--- config.mk ---
export PLATFORM = sky130hd
export DESIGN_NAME = vliw_ep_dispatch
export DESIGN_NICKNAME = d
export VERILOG_FILES = /design/src/rtl/vliw_ep_pkg.sv /design/src/rtl/ep_rst_sync.sv /design/src/rtl/ep_run_finder.sv /design/src/rtl/ep_fetch_buffer.sv /design/src/rtl/vliw_ep_dispatch.sv
export SDC_FILE = /design/constraint.sdc
export NUM_CORES = 1
export LEC_CHECK = 0
export BUFFER_PORTS_ARGS = -buffer_cell sky130_fd_sc_hd__buf_2
export CORE_AREA = 4 4 205 207
export CTS_CLUSTER_DIAMETER = 100
export CTS_CLUSTER_SIZE = 12
export DETAILED_ROUTE_END_ITERATION = 8
export DIE_AREA = 0 0 209 211
export GPL_TIMING_DRIVEN = 0
export PLACE_DENSITY_LB_ADDON = 0.05
export SYNTH_ARGS = -nofsm -noshare
export SYNTH_HDL_FRONTEND = slang
export SYNTH_SLANG_ARGS = --single-unit
--- constraint.sdc ---
create_clock -name clk -period 4.9 [get_ports clk]
set_clock_uncertainty 0.2 [all_clocks]
set_input_delay 0.245 -clock clk [delete_from_list [all_inputs] [get_ports clk]]
set_output_delay 0.245 -clock clk [all_outputs]
set_load 0.02 [all_outputs]
--- src/rtl/vliw_ep_pkg.sv ---
package vliw_ep_pkg;

  typedef enum logic {
    BUF_EMPTY = 1'b0,
    BUF_FULL  = 1'b1
  } buf_state_e;

endpackage

--- src/rtl/ep_rst_sync.sv ---
module ep_rst_sync #(
  parameter int STAGES = 2
) (
  input  logic clk,
  input  logic rst_n,
  output logic rst_n_sync
);

  logic [STAGES-1:0] sync_q;

  always_ff @(posedge clk or negedge rst_n) begin
    if (!rst_n) begin
      sync_q <= '0;
    end else begin
      sync_q <= {sync_q[STAGES-2:0], 1'b1};
    end
  end

  assign rst_n_sync = sync_q[STAGES-1];

endmodule

--- src/rtl/ep_run_finder.sv ---
module ep_run_finder #(
  parameter int NSLOT = 8,
  parameter int IW    = 32,
  localparam int PW   = (NSLOT > 1) ? $clog2(NSLOT) : 1
) (
  input  logic [NSLOT*IW-1:0] pkt,
  input  logic [PW-1:0]       pos,
  output logic [NSLOT-1:0]    run_mask,
  output logic [PW-1:0]       run_end,
  output logic                run_last
);

  logic [NSLOT-1:0] stop_bit;

  // A slot closes its run when its chain flag is clear or it is the final slot.
  for (genvar k = 0; k < NSLOT; k++) begin : g_stop
    if (k == NSLOT - 1) begin : g_final
      assign stop_bit[k] = 1'b1;
    end else begin : g_inner
      assign stop_bit[k] = ~pkt[k*IW];
    end
  end

  always_comb begin
    logic closed;
    closed   = 1'b0;
    run_mask = '0;
    run_end  = pos;
    for (int j = 0; j < NSLOT; j++) begin
      if ((PW'(j) >= pos) && !closed) begin
        run_mask[j] = 1'b1;
        run_end     = PW'(j);
        if (stop_bit[j]) begin
          closed = 1'b1;
        end
      end
    end
  end

  assign run_last = run_mask[NSLOT-1];

endmodule

--- src/rtl/ep_fetch_buffer.sv ---
module ep_fetch_buffer
  import vliw_ep_pkg::*;
#(
  parameter int NSLOT = 8,
  parameter int IW    = 32,
  localparam int PW   = (NSLOT > 1) ? $clog2(NSLOT) : 1
) (
  input  logic                clk,
  input  logic                rst_n,
  input  logic                load_en,
  input  logic [NSLOT*IW-1:0] load_word,
  input  logic                adv_en,
  input  logic [PW-1:0]       adv_end,
  input  logic                adv_last,
  output logic                held,
  output logic [NSLOT*IW-1:0] pkt,
  output logic [PW-1:0]       pos
);

  buf_state_e          state_q, state_d;
  logic [NSLOT*IW-1:0] pkt_q, pkt_d;
  logic [PW-1:0]       pos_q, pos_d;
  logic                pkt_en;

  always_comb begin
    state_d = state_q;
    pos_d   = pos_q;
    pkt_d   = pkt_q;
    pkt_en  = 1'b0;
    if (load_en) begin
      state_d = BUF_FULL;
      pos_d   = '0;
      pkt_d   = load_word;
      pkt_en  = 1'b1;
    end else if (adv_en) begin
      if (adv_last) begin
        state_d = BUF_EMPTY;
        pos_d   = '0;
      end else begin
        pos_d   = adv_end + PW'(1);
      end
    end
  end

  always_ff @(posedge clk or negedge rst_n) begin
    if (!rst_n) begin
      state_q <= BUF_EMPTY;
      pos_q   <= '0;
    end else begin
      state_q <= state_d;
      pos_q   <= pos_d;
    end
  end

  // Data path register: enabled load only, no reset needed.
  always_ff @(posedge clk) begin
    if (pkt_en) begin
      pkt_q <= pkt_d;
    end
  end

  assign held = (state_q == BUF_FULL);
  assign pkt  = pkt_q;
  assign pos  = pos_q;

endmodule

--- src/rtl/vliw_ep_dispatch.sv ---
module vliw_ep_dispatch #(
  parameter int NSLOT = 8,
  parameter int IW    = 32
) (
  input  logic                clk,
  input  logic                rst_n,
  output logic                fetch_req,
  input  logic                fetch_valid,
  input  logic [NSLOT*IW-1:0] fetch_word,
  input  logic                hold_in,
  output logic [NSLOT-1:0]    lane_valid,
  output logic [NSLOT*IW-1:0] lane_instr
);

  localparam int PW = (NSLOT > 1) ? $clog2(NSLOT) : 1;

  logic                rst_n_sync;
  logic                held;
  logic [NSLOT*IW-1:0] pkt;
  logic [PW-1:0]       pos;
  logic [NSLOT-1:0]    run_mask;
  logic [PW-1:0]       run_end;
  logic                run_last;
  logic                accept;
  logic                issue;

  ep_rst_sync #(.STAGES(2)) u_rst (
    .clk        (clk),
    .rst_n      (rst_n),
    .rst_n_sync (rst_n_sync)
  );

  ep_fetch_buffer #(.NSLOT(NSLOT), .IW(IW)) u_buf (
    .clk       (clk),
    .rst_n     (rst_n_sync),
    .load_en   (accept),
    .load_word (fetch_word),
    .adv_en    (issue),
    .adv_end   (run_end),
    .adv_last  (run_last),
    .held      (held),
    .pkt       (pkt),
    .pos       (pos)
  );

  ep_run_finder #(.NSLOT(NSLOT), .IW(IW)) u_run (
    .pkt      (pkt),
    .pos      (pos),
    .run_mask (run_mask),
    .run_end  (run_end),
    .run_last (run_last)
  );

  assign fetch_req = ~held;
  assign accept    = fetch_req & fetch_valid;
  assign issue     = held & ~hold_in;

  for (genvar k = 0; k < NSLOT; k++) begin : g_lane
    assign lane_valid[k]            = issue & run_mask[k];
    assign lane_instr[k*IW +: IW]   = lane_valid[k] ? pkt[k*IW +: IW] : '0;
  end

endmodule

## Word-level counts from Yosys, hierarchy flattened

Index checks and enable logic that the tools add are counted.

| word-level totals | value |
|---|---|
| bits in registers | 262 |
| input bits | 260 |
| output and inout port bits | 265 |
| logic and storage cells | 88 |

| cells by class | value |
|---|---|
| $add $sub $neg | 1 |
| magnitude comparators | 8 |
| muxes and demuxes | 45 |
| bitwise gates (word level) | 12 |
| reductions and logical operators | 18 |

Operators by type and width:

| kind | number |
|---|---|
| $mux W32 | 8 |
| $mux W3 | 11 |
| $mux W1 | 26 |
| $ge A3 B3 Y1 const A | 4 |
| $and A1 B1 Y1 | 10 |
| $logic_and A1 B1 Y1 | 7 |
| $logic_not A1 Y1 | 7 |
| $ge A1 B3 Y1 const A | 2 |
| $ge A2 B3 Y1 const A | 2 |
| $reduce_and A2 Y1 | 2 |
| $reduce_bool A2 Y1 | 2 |
| $add A3 B1 Y3 const B | 1 |
| $not A1 Y1 | 2 |

## Logic depth before layout (Yosys ltp)

| depth | value |
|---|---|
| depth in word-level cells | 27 |
| gate-level depth with buffers | 10 |
| gate-level depth less buffers | 8 |

## Modules after synthesis

Synthesis repeated with hierarchy kept, for this count alone.

| second synthesis, totals | value |
|---|---|
| cell total of the unflattened synthesis | 666 |
| area total of the unflattened synthesis | 11235.8 µm² |

Modules (own cells, without submodules):

| module | times used | cells an instance | area each (µm²) | seq. area each (µm²) |
|---|---|---|---|---|
| ep_fetch_buffer | 1 | 273 | 7880.1 | 7787.5 |
| vliw_ep_dispatch | 1 | 349 | 3024.2 | 0.0 |
| ep_run_finder | 1 | 41 | 277.8 | 0.0 |
| ep_rst_sync | 1 | 3 | 53.8 | 50.0 |

## Least setup slack after synthesis

OpenSTA, ideal clock, no wires.

| path | value |
|---|---|
| path type | reg2reg |
| start point | reg u_buf.state_q (netlist: u_buf.held) |
| end point | reg u_buf.pkt_q[0] (netlist: u_buf.pkt[0]), enable pin |
| setup time | 608 ps |
| data arrival time | 5629 ps |
| data required time | 4092 ps |
| setup slack | -1536 ps |
| cell stages (with the launch flop) | 4 |
| path buffers | 0 |
| period minus slack after synthesis | 6436 ps |
| path through | dfrtp_1 -> inv_1 -> nand2_1 -> inv_1 |

| on the way | value |
|---|---|
| word-level cells in the longest chain between the ends | 4 |

RTL lines:

| element | line | RTL |
|---|---|---|
| start: declaration | ep_fetch_buffer.sv:20 | `buf_state_e state_q, state_d;` |
| start signal: assignment | ep_fetch_buffer.sv:50 | `state_q <= state_d;` |
| $not A1 Y1 * | vliw_ep_dispatch.sv:54 | `assign fetch_req = ~held;` |
| named net fetch_req | vliw_ep_dispatch.sv:7 | `output logic fetch_req,` |
| $and A1 B1 Y1 * | vliw_ep_dispatch.sv:55 | `assign accept = fetch_req & fetch_valid;` |
| named net accept | vliw_ep_dispatch.sv:24 | `logic accept;` |
| $mux W1 | ep_fetch_buffer.sv:30 | `if (load_en) begin` |
| $reduce_and A2 Y1 (no line) * | -- |  |
| end signal: assignment | ep_fetch_buffer.sv:58 | `pkt_q <= pkt_d;` |
| end: declaration | ep_fetch_buffer.sv:21 | `logic [NSLOT*IW-1:0] pkt_q, pkt_d;` |

The timed path passes the listed nets; every way through them passes the cells marked *.
A chain may end at the register's enable or synchronous reset.

## Worst setup path in the final report

| path | value |
|---|---|
| start point | reg u_buf.pos_q[2] (netlist: u_buf.pos[2]) |
| end point | out lane_instr[11] |

| on the way | value |
|---|---|
| word-level cells in the longest chain between the ends | 4 |

RTL lines:

| element | line | RTL |
|---|---|---|
| start: declaration | ep_fetch_buffer.sv:22 | `logic [PW-1:0] pos_q, pos_d;` |
| start signal: assignment | ep_fetch_buffer.sv:51 | `pos_q <= pos_d;` |
| $ge A1 B3 Y1 | ep_run_finder.sv:30 | `if ((PW'(j) >= pos) && !closed) begin` |
| $mux W1 | ep_run_finder.sv:30 |  |
| $and A1 B1 Y1 | vliw_ep_dispatch.sv:59 | `assign lane_valid[k] = issue & run_mask[k];` |
| $mux W32 | vliw_ep_dispatch.sv:60 | `assign lane_instr[k*IW +: IW] = lane_valid[k] ? pkt[k*IW +: IW] : '0;` |
| end: declaration | vliw_ep_dispatch.sv:12 | `output logic [NSLOT*IW-1:0] lane_instr` |

Every way passes these cells.

==> results.tsv <==
metric	value	unit
met2_length	17290	µm
placed_cells	1684	
grt_pass1_vias	8584	
worstHoldStart	u_rst.sync_q[0]	
start_kind	register	
synthTopCellsByArea	edfxtp_1 76%, and2_1 16%, dfrtp_1 1.5%	
worstPathArrival	2.71	ns
worstPathRequired	4.45	ns
layout.nets	1701	
leakage	7.353	nW
rows	74	
synth-async-reset-ratio	2.290	%
critical_path_class	register to output port	
place_congestion	0.7677	
status	finished clean	
pwr_density_cell	362.7	nW/µm²
worstMarginPinSlew	0.8064	ns
synth_warnings	0	
clock.fmax	316.7	MHz
r2r-start	u_buf.pos[2]	
wl_per_cell	17.17	µm
wl_met1	12870	µm
start_util	25.15	%
layout.cells.non_filler	1984	
fin_area	16890	µm²
grt_pass1_wl	51000	µm
cts_tree	built	
synth.distinct_cells	45	
dieArea	44100	µm²
final_util	41.85	%
drv_slew	0	
ff2ff_setup_slack	2.22	ns
synthFlopType	edfxtp_1	
die_y	211	µm
clk_path_buf_depth	3	
min_period	3.157	ns
area_growth	66.35	%
core	40370	µm²
die_width	209	µm
finalHoldViolations	0	
numCtsBuffers	25	
port_buffers	524	
drtIter0Drc	278	
highest_layer	met4	
antenna_found_initial	2	
yosysTopAreaCellShare	75.70	%
synth_area	10150	µm²
drt-total-wl	34060	µm
synth_seq_cells	262	
route.detailed.drc	0	
cts.sinks	262	
grt_max_degree	41	
whs_path_depth	0	
place.detailed.hpwl	25290	µm
n_fill_cell	3990	
route.met3.wl	3098	µm
ys_seq_area_share	77.18	%
min_path_type	register to register	
cts_hold_buf	261	
drtAntennaViolNets	0	
overflow	0	
clkSlewWorstSetupHoldPaths	0.06	ns
place_area	13600	µm²
post_cts_resized	0	
whs	0.1594	ns
post_cts_buffers	0	
routed_via_density	3.959	
syn_inst	621	
avgSynthCellArea	16.35	µm²
hold_path_end	u_rst.sync_q[1]	
regToRegEndpoint	u_buf.pos[2]	
finalSetupViolCount	0	
cts-root-buf	clkbuf_16	
multi_input_area	2140	µm²
yosysTopAreaCell	edfxtp_1	
synth_edf_count	256	
r2r_cells	10	
rsz0062_at_grt	false	
timing.final.crit_share	64.43	%
clk_latency	0.53	ns
worst_ir_drop_vdd	0.2524	mV
num_vias	7854	
cp_max_fo	10	
drive_gt1_share	40.62	%
maxCapViolations	0	
maxSlewHeadroom	46.13	%
num_io_pins	525	
grt_use_total	14.70	%
regArea	7838	µm²
total_power	0.006127	W
cts_max_level	1	
first_pass_iters	4	
endpoint_kind	output port	
synth_nets	882	
flip-flops by register name (all words and copies together), names as in the netlist:
name and cells:
u_buf.pkt 256, u_buf.pos 3, u_buf.held 1, u_rst.sync_q 2
per-stage QoR:
| step | setup slack (ns) | setup TNS (ns) |
|---|---|---|
| after floorplan | -0.05606 | -14.35 |
| after global placement | -2.402 | -612.88 |
| after detailed placement | 2.149 | 0 |
| after CTS | 1.545 | 0 |
| after global routing | 1.438 | 0 |
| final | 1.743 | 0 |
layer usage:
metal	vias up	global-route usage, %
met5	-	0
met4	0	4.028
met3	43	5.287
met2	303	26.28
met1	3671	16.70
li1	3837	-
synth_stat cells, types with 2 or more instances:
| library cell | n |
|---|---|
| nand3_1 | 2 |
| nor3b_1 | 2 |
| a21o_1 | 2 |
| buf_6 | 4 |
| a211oi_2 | 2 |
| o21a_1 | 2 |
| and2_1 | 257 |
| o211ai_1 | 4 |
| and3_1 | 3 |
| nor2_1 | 6 |
| o31ai_1 | 2 |
| inv_1 | 3 |
| o22ai_1 | 2 |
| buf_2 | 12 |
| o21ai_0 | 2 |
| nand2_1 | 4 |
| edfxtp_1 | 256 |
| nor4_4 | 3 |
| nor4_2 | 2 |
| clkbuf_1 | 12 |
| nand2b_1 | 6 |
| a21oi_1 | 3 |
| buf_4 | 2 |
| dfrtp_1 | 6 |
| nor2b_1 | 2 |
worst max-delay path: stages, from the launching register on:
cell      delay [ns]
dfrtp_1         0.41
buf_4           0.19
buf_2           0.20
nor4_2          0.56
clkbuf_1        0.42
and2_1          0.20
buf_2           0.18
how the worst max path moves through the flow:
stage | startpoint | endpoint | cells past startpoint
after floorplan | u_buf.held | u_buf.pkt[0] | 3
after global placement | u_buf.held | u_buf.pkt[170] | 3
after detailed placement | u_buf.pos[2] | lane_instr[4] | 6
after CTS | u_buf.pos[2] | lane_instr[4] | 6
after global routing | u_buf.pos[2] | lane_instr[5] | 6
final | u_buf.pos[2] | lane_instr[11] | 6
cell families after synthesis:
kind of cell | synth area share [%]
AND/OR/NAND/NOR | 18.38
buffers and inverters | 1.774
flip-flops | 77.18
other | 0.03693
AO/OA/AOI/OAI | 2.390
adder cells (fa/ha/maj) | 0.1232
multiplexers | 0.1109
final cells by class:
| class | instances | area share (%) |
|---|---|---|
| Antenna cell | 2 | 0.02963 |
| Multi-Input combinational cell | 325 | 12.67 |
| Clock buffer | 37 | 3.970 |
| Buffer | 30 | 0.9777 |
| Sequential cell | 262 | 46.40 |
| Inverter | 4 | 0.1111 |
| Tap cell | 532 | 3.940 |
| Timing Repair Buffer | 792 | 31.91 |
placed cells by master, fill, tap and decap left out, types with 3 or more instances in the layout:
cell           instances
clkbuf_16             25
nand2_1                3
and3_1                 3
dlygate4sd3_1        261
buf_2                536
edfxtp_1             256
buf_12                 5
clkbuf_1              24
nand2b_1               6
buf_6                  4
a21oi_1                3
nor2_1                 6
o211ai_1               4
nor4_4                 3
dfrtp_1                6
and2_1               257
where the power goes:
group	switching (W)	leakage, nW	internal [W]
clock	0.000813	0.322	0.000932
sequential	0.0000368	2.38	0.00262
combinational	0.00104	4.65	0.000684
total	0.00189	7.35	0.00424
(Power assumes the default switching activity.)
